## src/rtl/regbus_seq_pkg.sv

```systemverilog
package regbus_seq_pkg;
  typedef enum logic [1:0] {
    ST_IDLE = 2'd0,
    ST_WR   = 2'd1,
    ST_RD   = 2'd2,
    ST_GAP  = 2'd3
  } seq_state_e;
endpackage

```

## src/rtl/regbus_seq_cmd.sv

```systemverilog
module regbus_seq_cmd #(
  parameter int ADDR_W = 16,
  parameter int DATA_W = 32
) (
  input  logic              clk_i,
  input  logic              rst_ni,
  input  logic              load_i,
  input  logic              write_i,
  input  logic [ADDR_W-1:0] addr_i,
  input  logic [DATA_W-1:0] wdata_i,
  output logic              write_o,
  output logic [ADDR_W-1:0] addr_o,
  output logic [DATA_W-1:0] wdata_o
);
  always_ff @(posedge clk_i or negedge rst_ni) begin
    if (!rst_ni) begin
      write_o <= 1'b0;
      addr_o  <= '0;
      wdata_o <= '0;
    end else if (load_i) begin
      write_o <= write_i;
      addr_o  <= addr_i;
      wdata_o <= wdata_i;
    end
  end
endmodule

```

## src/rtl/regbus_seq_fsm.sv

```systemverilog
module regbus_seq_fsm
  import regbus_seq_pkg::*;
#(
  parameter int MIN_HOLD = 2,
  parameter int GAP_CYC  = 1,
  parameter int TIMEOUT  = 16
) (
  input  logic clk_i,
  input  logic rst_ni,
  input  logic start_i,
  input  logic start_write_i,
  input  logic rvalid_i,
  output logic ready_o,
  output logic wr_stb_o,
  output logic rd_stb_o,
  output logic finish_o,
  output logic timeout_o,
  output logic capture_o
);
  localparam int MAXC  = (TIMEOUT > MIN_HOLD) ? ((TIMEOUT > GAP_CYC) ? TIMEOUT : GAP_CYC)
                                              : ((MIN_HOLD > GAP_CYC) ? MIN_HOLD : GAP_CYC);
  localparam int CNT_W = $clog2(MAXC + 1);
  localparam logic [CNT_W-1:0] HOLD_LAST = CNT_W'(MIN_HOLD - 1);
  localparam logic [CNT_W-1:0] GAP_LAST  = CNT_W'(GAP_CYC - 1);
  localparam logic [CNT_W-1:0] TO_LAST   = CNT_W'(TIMEOUT - 1);

  seq_state_e       state_q, state_d;
  logic [CNT_W-1:0] cnt_q, cnt_d;
  logic             got_q, got_d;
  logic             hit;

  assign hit       = rvalid_i | got_q;
  assign ready_o   = (state_q == ST_IDLE);
  assign wr_stb_o  = (state_q == ST_WR);
  assign rd_stb_o  = (state_q == ST_RD);
  assign capture_o = rd_stb_o & rvalid_i & ~got_q;

  always_comb begin
    state_d   = state_q;
    cnt_d     = cnt_q;
    got_d     = got_q;
    finish_o  = 1'b0;
    timeout_o = 1'b0;
    unique case (state_q)
      ST_IDLE: begin
        if (start_i) begin
          state_d = start_write_i ? ST_WR : ST_RD;
          cnt_d   = '0;
          got_d   = 1'b0;
        end
      end
      ST_WR: begin
        if (cnt_q == HOLD_LAST) begin
          state_d  = ST_GAP;
          cnt_d    = '0;
          finish_o = 1'b1;
        end else begin
          cnt_d = cnt_q + 1'b1;
        end
      end
      ST_RD: begin
        if (hit && cnt_q >= HOLD_LAST) begin
          state_d  = ST_GAP;
          cnt_d    = '0;
          finish_o = 1'b1;
        end else if (!hit && cnt_q == TO_LAST) begin
          state_d   = ST_GAP;
          cnt_d     = '0;
          finish_o  = 1'b1;
          timeout_o = 1'b1;
        end else begin
          cnt_d = cnt_q + 1'b1;
          got_d = hit;
        end
      end
      ST_GAP: begin
        if (cnt_q == GAP_LAST) begin
          state_d = ST_IDLE;
          cnt_d   = '0;
        end else begin
          cnt_d = cnt_q + 1'b1;
        end
      end
      default: state_d = ST_IDLE;
    endcase
  end

  always_ff @(posedge clk_i or negedge rst_ni) begin
    if (!rst_ni) begin
      state_q <= ST_IDLE;
      cnt_q   <= '0;
      got_q   <= 1'b0;
    end else begin
      state_q <= state_d;
      cnt_q   <= cnt_d;
      got_q   <= got_d;
    end
  end
endmodule

```

## src/rtl/regbus_seq_rsp.sv

```systemverilog
module regbus_seq_rsp #(
  parameter int DATA_W = 32
) (
  input  logic              clk_i,
  input  logic              rst_ni,
  input  logic              capture_i,
  input  logic              finish_i,
  input  logic              timeout_i,
  input  logic              is_read_i,
  input  logic [DATA_W-1:0] rdata_i,
  output logic              done_o,
  output logic              err_o,
  output logic [DATA_W-1:0] rdata_o
);
  logic [DATA_W-1:0] cap_q;
  logic [DATA_W-1:0] ret_d;

  always_comb begin
    if (timeout_i)       ret_d = '1;
    else if (!is_read_i) ret_d = '0;
    else if (capture_i)  ret_d = rdata_i;
    else                 ret_d = cap_q;
  end

  always_ff @(posedge clk_i or negedge rst_ni) begin
    if (!rst_ni) begin
      cap_q   <= '0;
      done_o  <= 1'b0;
      err_o   <= 1'b0;
      rdata_o <= '0;
    end else begin
      if (capture_i) cap_q <= rdata_i;
      done_o <= finish_i;
      if (finish_i) begin
        err_o   <= timeout_i;
        rdata_o <= ret_d;
      end else begin
        err_o <= 1'b0;
      end
    end
  end
endmodule

```

## src/rtl/regbus_seq.sv

```systemverilog
module regbus_seq #(
  parameter int ADDR_W   = 16,
  parameter int DATA_W   = 32,
  parameter int MIN_HOLD = 2,
  parameter int GAP_CYC  = 1,
  parameter int TIMEOUT  = 16
) (
  input  logic              clk_i,
  input  logic              rst_ni,
  input  logic              req_valid_i,
  input  logic              req_write_i,
  input  logic [ADDR_W-1:0] req_addr_i,
  input  logic [DATA_W-1:0] req_wdata_i,
  output logic              req_ready_o,
  output logic              done_o,
  output logic              done_err_o,
  output logic [DATA_W-1:0] done_rdata_o,
  output logic              bus_write_o,
  output logic              bus_read_o,
  output logic [ADDR_W-1:0] bus_addr_o,
  output logic [DATA_W-1:0] bus_wdata_o,
  input  logic              bus_rvalid_i,
  input  logic [DATA_W-1:0] bus_rdata_i
);
  logic start, cmd_write, finish, timeout, capture;

  assign start = req_valid_i & req_ready_o;

  regbus_seq_cmd #(.ADDR_W(ADDR_W), .DATA_W(DATA_W)) u_cmd (
    .clk_i   (clk_i),
    .rst_ni  (rst_ni),
    .load_i  (start),
    .write_i (req_write_i),
    .addr_i  (req_addr_i),
    .wdata_i (req_wdata_i),
    .write_o (cmd_write),
    .addr_o  (bus_addr_o),
    .wdata_o (bus_wdata_o)
  );

  regbus_seq_fsm #(.MIN_HOLD(MIN_HOLD), .GAP_CYC(GAP_CYC), .TIMEOUT(TIMEOUT)) u_fsm (
    .clk_i         (clk_i),
    .rst_ni        (rst_ni),
    .start_i       (start),
    .start_write_i (req_write_i),
    .rvalid_i      (bus_rvalid_i),
    .ready_o       (req_ready_o),
    .wr_stb_o      (bus_write_o),
    .rd_stb_o      (bus_read_o),
    .finish_o      (finish),
    .timeout_o     (timeout),
    .capture_o     (capture)
  );

  regbus_seq_rsp #(.DATA_W(DATA_W)) u_rsp (
    .clk_i     (clk_i),
    .rst_ni    (rst_ni),
    .capture_i (capture),
    .finish_i  (finish),
    .timeout_i (timeout),
    .is_read_i (~cmd_write),
    .rdata_i   (bus_rdata_i),
    .done_o    (done_o),
    .err_o     (done_err_o),
    .rdata_o   (done_rdata_o)
  );
endmodule

```

## config.mk

```make
export PLATFORM = sky130hd
export DESIGN_NAME = regbus_seq
export DESIGN_NICKNAME = d
export VERILOG_FILES = /design/src/rtl/regbus_seq_pkg.sv /design/src/rtl/regbus_seq_cmd.sv /design/src/rtl/regbus_seq_fsm.sv /design/src/rtl/regbus_seq_rsp.sv /design/src/rtl/regbus_seq.sv
export SDC_FILE = /design/constraint.sdc
export NUM_CORES = 1
export LEC_CHECK = 0
export ABC_AREA = 0
export BUFFER_PORTS_ARGS = -buffer_cell sky130_fd_sc_hd__buf_2
export CAP_MARGIN = 10
export CORE_MARGIN = 2
export CORE_UTILIZATION = 40
export DETAILED_ROUTE_END_ITERATION = 16
export PLACE_DENSITY = 0.72
export RECOVER_POWER = 100
export SYNTH_ARGS = -nofsm -noshare
export SYNTH_HDL_FRONTEND = slang
export SYNTH_SLANG_ARGS = --single-unit
```

## constraint.sdc

```tcl
create_clock -name clk_i -period 4.45 [get_ports clk_i]
set_input_delay 1.335 -clock clk_i [delete_from_list [all_inputs] [get_ports clk_i]]
set_output_delay 1.335 -clock clk_i [all_outputs]
set_load 0.01 [all_outputs]
```

# Yosys cells after proc, flatten, opt, wreduce, memory -nomap -nowiden
# Index checks and enable logic that the tools add are counted.
[classes]
bitwise = 5
n_reduce_logical = 8
n_eq_ne = 11
muxes = 27
n_lt_le_gt_ge = 1
add_sub_neg = 1
[ops]
columns = ["cell", "count"]
rows = [
  ["$mux 32", 3],
  ["$mux 5", 5],
  ["$pmux 5 s4", 1],
  ["$mux 2", 6],
  ["$mux 1", 9],
  ["$pmux 2 s4", 1],
  ["$reduce_and 4->1", 2],
  ["$ne 2x1->1 const B", 3],
  ["$add 5x1->5 const B", 1],
  ["$eq 5x1->1 const B", 1],
  ["$eq 5x4->1 const B", 1],
  ["$ge 5x1->1 const B", 1],
  ["$logic_not 5->1", 1],
  ["$eq 2x2->1 const B", 2],
  ["$ne 2x2->1 const B", 2],
  ["$pmux 1 s2", 2],
  ["$and 1x1->1", 3],
  ["$ne 3x3->1 const B", 1],
  ["$eq 2x1->1 const B", 1],
  ["$logic_and 1x1->1", 2],
  ["$logic_not 2->1", 1],
  ["$reduce_bool 2->1", 1],
  ["$logic_not 1->1", 1],
  ["$not 1->1", 1],
  ["$or 1x1->1", 1],
]
[word_totals]
input_bits = 85
regBits = 123

# Depth between registers and ports, before layout
# Gate-level depths: netlist of the first run.
[logic_depth]
ltp_word = 7
depth_mapped = 9
mapped_depth_nobuf = 8

# Hierarchy
# Synthesis of the first run repeated with hierarchy kept, for this count alone.
[hier_totals]
hier_cells = 360
hier_area_um2 = 5437.7
[by_module_without_submodules]
columns = ["mod", "seq_area_each_um2", "area_per_inst_um2", "cells_each", "n_inst"]
rows = [
  ["regbus_seq_rsp", 1651.6, 2920.3, 181, 1],
  ["regbus_seq_cmd", 1226.2, 1864.3, 103, 1],
  ["regbus_seq_fsm", 200.2, 643.1, 74, 1],
  ["regbus_seq", 0.0, 10.0, 2, 1],
]

# Worst setup path after synthesis of the first run
# OpenSTA, ideal clock, no wires.
[synth_path]
path_kind = "input to register"
start = "input port bus_rvalid_i"
end = "register u_rsp.rdata_o[22]"
cell_stages = 6
setup_slack_ps = 1993
setup_time_ps = 138
t_required_ps = 4312
arrival_time_ps = 2318
path_buffers = 1
path_cell_list = "or3_1 o31ai_4 o22a_4 buf_6 nor2b_1 a31oi_1"
[synth_between]
elab_chain_cells = 7
elab_cells_between_ends = 14
[synth_lines]
columns = ["item", "line", "rtl"]
rows = [
  ["from (decl)", "regbus_seq.sv:22", "input logic bus_rvalid_i,"],
  ["$or 1x1->1", "regbus_seq_fsm.sv:32", "assign hit = rvalid_i | got_q;"],
  ["$logic_not 1->1", "regbus_seq_fsm.sv:66", "end else if (!hit && cnt_q == TO_LAST) begin"],
  ["$logic_and 1x1->1", "regbus_seq_fsm.sv:66", ""],
  ["$mux 1", "regbus_seq_fsm.sv:66", ""],
  ["$mux 1", "regbus_seq_fsm.sv:62", "if (hit && cnt_q >= HOLD_LAST) begin"],
  ["$mux 1", "regbus_seq_fsm.sv:44", "unique case (state_q)"],
  ["$mux 32", "regbus_seq_rsp.sv:19", "if (timeout_i) ret_d = '1;"],
  ["to (signal assigned)", "regbus_seq_rsp.sv:36", "rdata_o <= ret_d;"],
  ["to (decl)", "regbus_seq_rsp.sv:13", "output logic [DATA_W-1:0] rdata_o"],
]
# Several ways; a longest one is shown, not always the timed one.
# A chain may end at the register's enable or synchronous reset.

# Final worst setup path of the first run
[layout_path]
start = "input port bus_rvalid_i"
end = "register u_rsp.rdata_o[30]"
# The elaborated chain is that of the path after synthesis.

==> metrics.txt, run 1 <==
Post-Syn Area per Cell=13.60 µm²; Clock Tree Root=clkbuf_16; CTS clk-pin slew, worst paths=0.06 ns; P&R area growth vs syn=28.62%; routed length per placed instance=15.68 µm; max frequency=0.3007 GHz; Final GP Congestion=0.7413; clk_lat worst skew=0.41 ns; port bufs=169; Die H=117.8 µm; maximum VDD drop=0.0003429 V; area of the multi-input gates=1914 µm²; crit path from=bus_rvalid_i; CTS buffer count=17; Fillers=1,168; Reg2Reg Launch Point=u_fsm.cnt_q[0]; Rows=41; drt total wl=11,560 µm; Final Hold Violating Endpoints=0; Die ar.=13,880 µm²; largest fanout on the critical path=34; Syn Std Cell Area=5181 µm²; ant diodes=0; Worst path slowest cell=o22a_1; Post CTS Setup Buffer Count=0; hold_sp=u_rsp.cap_q[26]; synth warn=0; final slew viol count=118; maximum root-to-sink buffer count=2; initial drt markers=144; minimum clock period=3.326 ns; CTS Hold Bufs=0; CTS tree=built; Leak=2.954 nW; failing checks=max-capacitance violations, max-slew violations; DRT antenna net count=0; crit path DAT=3.65 ns; Setup-failing EPs final=0; CP max stage delay=0.95 ns; Worst EP required=4.78 ns; I/O pins=170; clk sinks=123; Worst slew margin=-33.73%; Core Util, Final=52.81%; placed inst area=6158 µm²; Seq/Total Area, Yosys=59.41%; Slew @ Worst Pin=2.001 ns; Starting Density=41.06%; share of layout cells above drive strength 1=31.33%; Seq cells post-synth=123; vias in the first global route=3,785; Die Wd=117.8 µm; largest net degree at the start of global routing=68; Synth area leaders=dfrtp_1 59%, mux2_2 18%, nand2b_1 4.1%; CORE AREA=12,620 µm²; routed vias=3,590; clk_skew=0.005076 ns; nets@finish=646; worst path cell trace=clkbuf_1, nor2_1, o31ai_1, o22a_1, inv_4, a31oi_1; top-area cell type share of the netlist area=59.41%; initial antenna violation count=0; DRC=0; Mapped Cells=381; CP Class=primary input to register; first-pass GRT wire length=19,260 µm; CTS H-tree depth=4; Final Cell Area=6664 µm²; Syn Nets=475; CP Launch Type=primary input; pwr dens=805.3 nW/µm²; CP endpoint kind=register; RSZ-0062 raised after global routing=no; first drt pass iteration count=6; post-synth top area cell=dfrtp_1; GR Overflow Total=0; total track usage=17.64%; Fin Setup TNS=0 ns; Resize count post-CTS=0; DP HPWL=7802 µm; vias per inst=4.871; synth unique cells=35; status=complete, but fails checks; register area=3078 µm²; Final Cycle Share=74.74%; max cap viols=2; Hold Path Class=register to register
==> synthesized netlist by cell type <==
cell type and instances:
a22o_1 1, nand2_1 9, dfrtp_1 123, nand3b_1 1, mux2i_1 3, or4b_1 2
nor2_1 3, nor4_1 1, inv_4 1, o2bb2ai_1 2, o21ba_2 1, nand2b_1 34
o21ai_0 1, nand3_1 1, buf_2 3, or2b_2 1, o31ai_4 1, o22ai_1 1
o31ai_1 1, or3_4 1, or3_1 2, and3_1 1, a31oi_1 32, buf_6 6
mux2_2 81, clkbuf_1 6, buf_1 5, o22a_4 1, ha_1 9, o21ai_1 3
a22oi_4 1, nor2b_1 34, and3_2 1, inv_1 6, a21oi_1 2
==> layout by cell type (no fill, tap or decap), types with 3 or more instances in the layout <==
master and count:
mux2_1 25, mux2i_1 3, buf_2 81, nor2_1 3, clkinvlp_4 3, clkinv_2 4, nand2_1 9, ha_1 9
a31oi_1 32, mux2_2 56, bufinv_16 5, clkbuf_16 17, nand2b_1 34, o21ai_0 3, clkbuf_1 88, dfrtp_1 123
nor2b_1 34, clkbuf_8 3, inv_1 6
==> area by class of cell <==
cell class | instances | area share [%]
clock inverters | 12 | 2.891
inverters | 7 | 0.4318
well taps | 172 | 3.229
multi-input cells | 231 | 28.73
clock buffers | 20 | 7.003
flip-flops and latches | 123 | 46.19
repair buffers | 172 | 11.53
==> metrics by stage <==
step / total power [mW] / instances / hold WS [ns] / setup slack, ns
final: 5.366 / 737 / 0.4916 / 1.124
after global placement: 3.935 / 705 / 0.4766 / 1.397
after global routing: 5.729 / 737 / 0.5090 / 0.9517
after floorplan: 3.332 / 381 / 0.4712 / 1.993
after CTS: 5.583 / 737 / 0.4962 / 1.635
after detailed placement: 4.032 / 705 / 0.4841 / 1.323
==> critical path, delay by kind of cell <==
family / cells / cell delay, ns
AO/OA/AOI/OAI: 3 / 1.71
buffers and inverters: 2 / 0.49
AND/OR/NAND/NOR: 1 / 0.09
==> sequential cells by signal (all words and copies together) (netlist names) <==
signal         flops
u_cmd.addr_o      16
u_cmd.wdata_o     32
u_cmd.write_o      1
u_fsm.cnt_q        5
u_fsm.got_q        1
u_fsm.state_q      2
u_rsp.cap_q       32
u_rsp.done_o       1
u_rsp.err_o        1
u_rsp.rdata_o     32
==> power by group <==
group / internal, mW / total, mW / switching (mW)
clock network: 1.03 / 1.53 / 0.493
logic: 0.870 / 1.85 / 0.977
registers: 1.68 / 1.99 / 0.309
total: 3.59 / 5.37 / 1.78
==> kinds of logic after synthesis <==
logic type / count (synthesis) / share of synthesized area [%]
AO/OA/AOI/OAI: 47 / 6.569
adder cells (fa/ha/maj): 9 / 2.173
buffers and inverters: 27 / 2.946
flip-flops: 123 / 59.41
multiplexers: 84 / 18.18
AND/OR/NAND/NOR: 91 / 10.72
==> final timing paths <==
| path | to | cells after the start | slack (ns) |
|---|---|---|---|
| max in group asynchronous | u_cmd.wdata_o[9] | 2 | 2.06 |
| worst min register to register | u_rsp.cap_q[26] | 1 | 0.49 |
| worst max-delay path | u_rsp.rdata_o[30] | 6 | 1.12 |
| worst min-delay path | u_rsp.cap_q[26] | 1 | 0.49 |
| worst max register to register | u_rsp.rdata_o[30] | 8 | 1.17 |
| min in group asynchronous | u_rsp.rdata_o[8] | 1 | 1.36 |
==> metal layers <==
metal  track usage [%]  wire (µm)
met1             22.36       5219
met2             26.49       5157
met3             8.527       1039
met4             5.873        143
met5                 0          0
Power figures use the tool's default switching activity.
==> inputs of run 2 (changes only) <==
Settings changed: PLACE_DENSITY 0.72 to 0.74.
Clock period 4.45 ns to 3 ns, I/O delays scaled along.
==> metrics.txt, run 2 (synthesis results as in run 1) <==
CTS H-tree depth=4; Post CTS Setup Buffer Count=0; first drt pass iteration count=4; Die Wd=117.8 µm; max frequency=0.3907 GHz; share of layout cells above drive strength 1=31.75%; Worst EP required=3.32 ns; Slew @ Worst Pin=1.768 ns; CP endpoint kind=register; Clock Tree Root=clkbuf_16; initial drt markers=239; vias per inst=4.945; Die H=117.8 µm; vias in the first global route=3,989; Leak=2.935 nW; CP max stage delay=0.43 ns; Finished Layout Cells=739; RSZ-0062 raised after global routing=no; Final Hold Violating Endpoints=0; Worst path slowest cell=dfrtp_1; Worst slew margin=-17.86%; Rows=41; nets@finish=649; failing checks=max-capacitance violations, max-slew violations; commonest non-fill, non-tap cells in the layout=123 x dfrtp_1, 86 x clkbuf_1, 83 x buf_2; largest fanout on the critical path=34; CP Buf/Inv Count=1; Fin Setup TNS=0 ns; pwr dens=1161 nW/µm²; clk_lat worst skew=0.41 ns; CP most frequent cell=ha_1; total track usage=17.06%; GR Overflow Total=0; first-pass GRT wire length=18,940 µm; Die ar.=13,880 µm²; worst path cell trace=ha_1, and3_2, ha_1, or3_1, o31ai_1, o22a_4, inv_2, a31oi_1; Final Cycle Share=85.31%; final slew viol count=30; Resize count post-CTS=0; CTS buffer count=17; P&R area growth vs syn=27.65%; DP HPWL=7915 µm; maximum root-to-sink buffer count=2; top flop regs=u_cmd.wdata_o: 32 flops, u_rsp.cap_q: 32 flops, u_rsp.rdata_o: 32 flops; maximum VDD drop=0.0005866 V; DRC=0; most common cell after layout, fill and taps aside=dfrtp_1; port bufs=169; CTS clk-pin slew, worst paths=0.05 ns; status=complete, but fails checks; clk_skew=0.007120 ns; DRT antenna net count=0; clk sinks=123; max cap viols=1; initial antenna violation count=0; routed vias=3,654; Starting Density=41.06%; CTS Hold Bufs=0; Setup-failing EPs final=0; minimum clock period=2.559 ns; CTS tree=built; CORE AREA=12,620 µm²; Power, Total=7.675 mW; CP top delay family=compound AO/OA/AOI/OAI gates; Cells after DPL=708; largest net degree at the start of global routing=52; Hold Path Class=register to register; CP Class=register to register; CP Launch Type=register; crit path DAT=2.88 ns; Final Cell Area=6614 µm²; routed length per placed instance=14.97 µm; Final GP Congestion=0.8091; I/O pins=170; placed inst area=6193 µm²; drt total wl=11,060 µm; ant diodes=0
run 2: changes by cell type in the layout (fill, tap and decap cells not counted), moves of 2 or more:
cell       change
mux2_2         -2
mux2_1         +2
clkbuf_2       +3
buf_2          +2
clkbuf_1       -2
bufinv_16      -3
run 2: per-layer routing:
metal | track usage, % | part of all wire [%]
met1 | 21.13 | 42
met5 | 0 | 0
met2 | 26.34 | 46
met3 | 7.171 | 9.9
met4 | 7.078 | 1.6
run 2: power breakdown:
group	switching [mW]	internal [mW]	leakage, nW
Clock	0.714	1.28	0.280
Combinational	1.45	1.28	1.19
Sequential	0.457	2.50	1.46
Total	2.62	5.06	2.94
run 2: worst reg2reg max path, cell delays in order (launching register included):
cell     delay, ns
dfrtp_1       0.43
ha_1          0.25
and3_2        0.22
ha_1          0.20
or3_1         0.30
o31ai_1       0.14
o22a_4        0.40
inv_2         0.30
a31oi_1       0.24
run 2: worst paths after layout:
| kind | from | end | slack (ns) | cells after the start |
|---|---|---|---|---|
| max | u_fsm.cnt_q[0] | u_rsp.rdata_o[19] | 0.44 | 8 |
| min | u_rsp.cap_q[30] | u_rsp.cap_q[30] | 0.49 | 1 |
| max reg2reg | u_fsm.cnt_q[0] | u_rsp.rdata_o[19] | 0.44 | 8 |
| min reg2reg | u_rsp.cap_q[30] | u_rsp.cap_q[30] | 0.49 | 1 |
| max in group asynchronous | rst_ni | u_cmd.wdata_o[22] | 0.63 | 2 |
| min in group asynchronous | rst_ni | u_rsp.rdata_o[10] | 0.97 | 1 |
run 2: cell type report:
cell class              count  area [µm²]
clock buffers              20       466.7
clock inverters            11       118.9
fillers                  1154        6006
inverters                   7       26.28
multi-input cells         231        1923
flip-flops and latches    123        3078
well taps                 172       215.2
repair buffers            175       785.8
run 2: metrics by stage:
step / worst slack (ns) / hold slack [ns] / util (%)
2_1_floorplan: 0.8788 / 0.4712 / -
3_3_place_gp: 0.6569 / 0.4788 / 49.08
3_5_place_dp: 0.5567 / 0.4830 / 49.08
4_1_cts: 0.5273 / 0.4260 / 53.72
5_1_grt: 0.1868 / 0.5091 / 52.41
6_report: 0.4406 / 0.4873 / 52.41
==> inputs of run 3 (changes only) <==
Settings changed: PLACE_DENSITY 0.74 to 0.68, SKIP_LAST_GASP set to 1.
==> metrics.txt, run 3 (synthesis results as in run 1) <==
vias in the first global route=3,837; maximum VDD drop=0.0005941 V; Die ar.=13,880 µm²; CTS buffer count=17; Setup-failing EPs final=0; first-pass GRT wire length=18,950 µm; Leak=2.919 nW; CP endpoint kind=register; clk_lat worst skew=0.41 ns; drt total wl=11,280 µm; Worst EP required=3.32 ns; GR Overflow Total=0; clk_skew=0.005825 ns; WHS Path Cells=1; failing checks=max-capacitance violations, max-slew violations; CORE AREA=12,620 µm²; DP HPWL=7991 µm; Final Hold Violating Endpoints=0; clk sinks=123; I/O pins=170; Hold Path Class=register to register; maximum root-to-sink buffer count=2; R2R depth=8; top flop regs=u_cmd.wdata_o: 32 flops, u_rsp.cap_q: 32 flops, u_rsp.rdata_o: 32 flops; Clock Tree Root=clkbuf_16; CTS H-tree depth=4; initial drt markers=221; Highest Signal Layer=met4; share of layout cells above drive strength 1=32.10%; most common cell after layout, fill and taps aside=dfrtp_1; WHS Endpoint=u_rsp.cap_q[11]; largest fanout on the critical path=34; pwr dens=1148 nW/µm²; met3 routed WL=1062 µm; routed length per placed instance=15.27 µm; hold_sp=u_rsp.cap_q[11]; CTS tree=built; P&R area growth vs syn=27.12%; vias per inst=4.801; RSZ-0062 raised after global routing=no; Die Wd=117.8 µm; met1 WL=4962 µm; Final GP Congestion=0.7451; CTS Hold Bufs=0; commonest non-fill, non-tap cells in the layout=123 x dfrtp_1, 87 x clkbuf_1, 83 x buf_2; initial antenna violation count=1; Worst slew margin=-2.803%; CTS clk-pin slew, worst paths=0.05 ns; Fillers=1,186; area of the multi-input gates=1923 µm²; CP Launch Type=register; Fin Setup TNS=0 ns; total track usage=17.32%; DRC=0; status=complete, but fails checks; CP Class=register to register; largest net degree at the start of global routing=61; Register-to-Register Setup Slack=0.40 ns; first drt pass iteration count=4; routed vias=3,548; Power, Total=7.560 mW; max cap viols=1; minimum clock period=2.601 ns; max frequency=0.3845 GHz; routed wl met2=5077 µm; Final Cycle Share=86.69%; final slew viol count=29; DRT antenna net count=0; Rows=41; Starting Density=41.06%; port bufs=169; Post CTS Setup Buffer Count=0; crit path DAT=2.92 ns; register area=3078 µm²; Slew @ Worst Pin=1.542 ns; Crit Reg-Reg Endpoint=u_rsp.rdata_o[17]; Resize count post-CTS=0; nets@finish=648; Reg2Reg Launch Point=u_fsm.cnt_q[0]; Die H=117.8 µm; ant diodes=0
-- run 3: cell types whose count changed in the layout (fill, tap and decap cells not counted) --
cell / change
clkinv_2: -1
mux2_1: -3
clkbuf_8: +2
clkbuf_2: -2
mux2_2: +3
buf_4: +1
clkinv_4: +1
bufinv_16: -2
clkbuf_1: +1
-- run 3: final cells by class --
type	count	share of cell area [%]
Sequential cell	123	46.73
Multi-Input combinational cell	231	29.20
Timing Repair Buffer	174	11.89
Clock buffer	23	7.561
Tap cell	172	3.267
Clock inverter	9	0.9498
Inverter	7	0.3989
-- run 3: worst max-delay path by stage --
| stage | startpoint | endpoint | slack (ns) | cells after the start |
|---|---|---|---|---|
| 6_report | u_fsm.cnt_q[0] | u_rsp.rdata_o[17] | 0.40 | 8 |
| 3_5_place_dp | u_fsm.cnt_q[0] | u_rsp.rdata_o[17] | 0.54 | 8 |
| 4_1_cts | u_fsm.cnt_q[0] | u_rsp.rdata_o[17] | 0.53 | 8 |
| 5_1_grt | u_fsm.cnt_q[0] | u_rsp.rdata_o[17] | 0.22 | 8 |
| 2_1_floorplan | u_fsm.cnt_q[0] | u_rsp.rdata_o[22] | 0.88 | 9 |
| 3_3_place_gp | u_fsm.cnt_q[0] | u_rsp.rdata_o[3] | 0.63 | 8 |
-- run 3: routing by layer --
layer / GRT usage, % / vias to the layer above
li1: - / 1681
met1: 22.31 / 1683
met2: 25.69 / 167
met3: 7.510 / 17
met4: 6.928 / 0
met5: 0 / -
-- run 3: critical path: stages, from the launching register on --
cell and delay, ns:
dfrtp_1 0.44, ha_1 0.25, and3_2 0.22, ha_1 0.21
or3_1 0.31, o31ai_1 0.14, o22a_4 0.40, inv_2 0.30
a31oi_1 0.24
-- run 3: per-stage QoR --
step                      cells  util [%]  hold slack (ns)  area (µm²)  setup WS, ns
after floorplan             381         -           0.4712        5181        0.8788
after global placement      707     49.02           0.4775        6186        0.6344
after detailed placement    707     49.02           0.4861        6186        0.5395
after CTS                   739     53.46           0.4007        6746        0.5290
after global routing        739     52.19           0.5100        6586        0.2160
final                       739     52.19           0.4884        6586        0.3992
-- run 3: where the power goes --
part / switching (mW) / leakage [nW] / total [mW] / internal, mW
sequential: 0.457 / 1.46 / 2.96 / 2.50
combinational: 1.44 / 1.19 / 2.73 / 1.29
clock: 0.712 / 0.268 / 1.88 / 1.16
total: 2.61 / 2.92 / 7.56 / 4.95
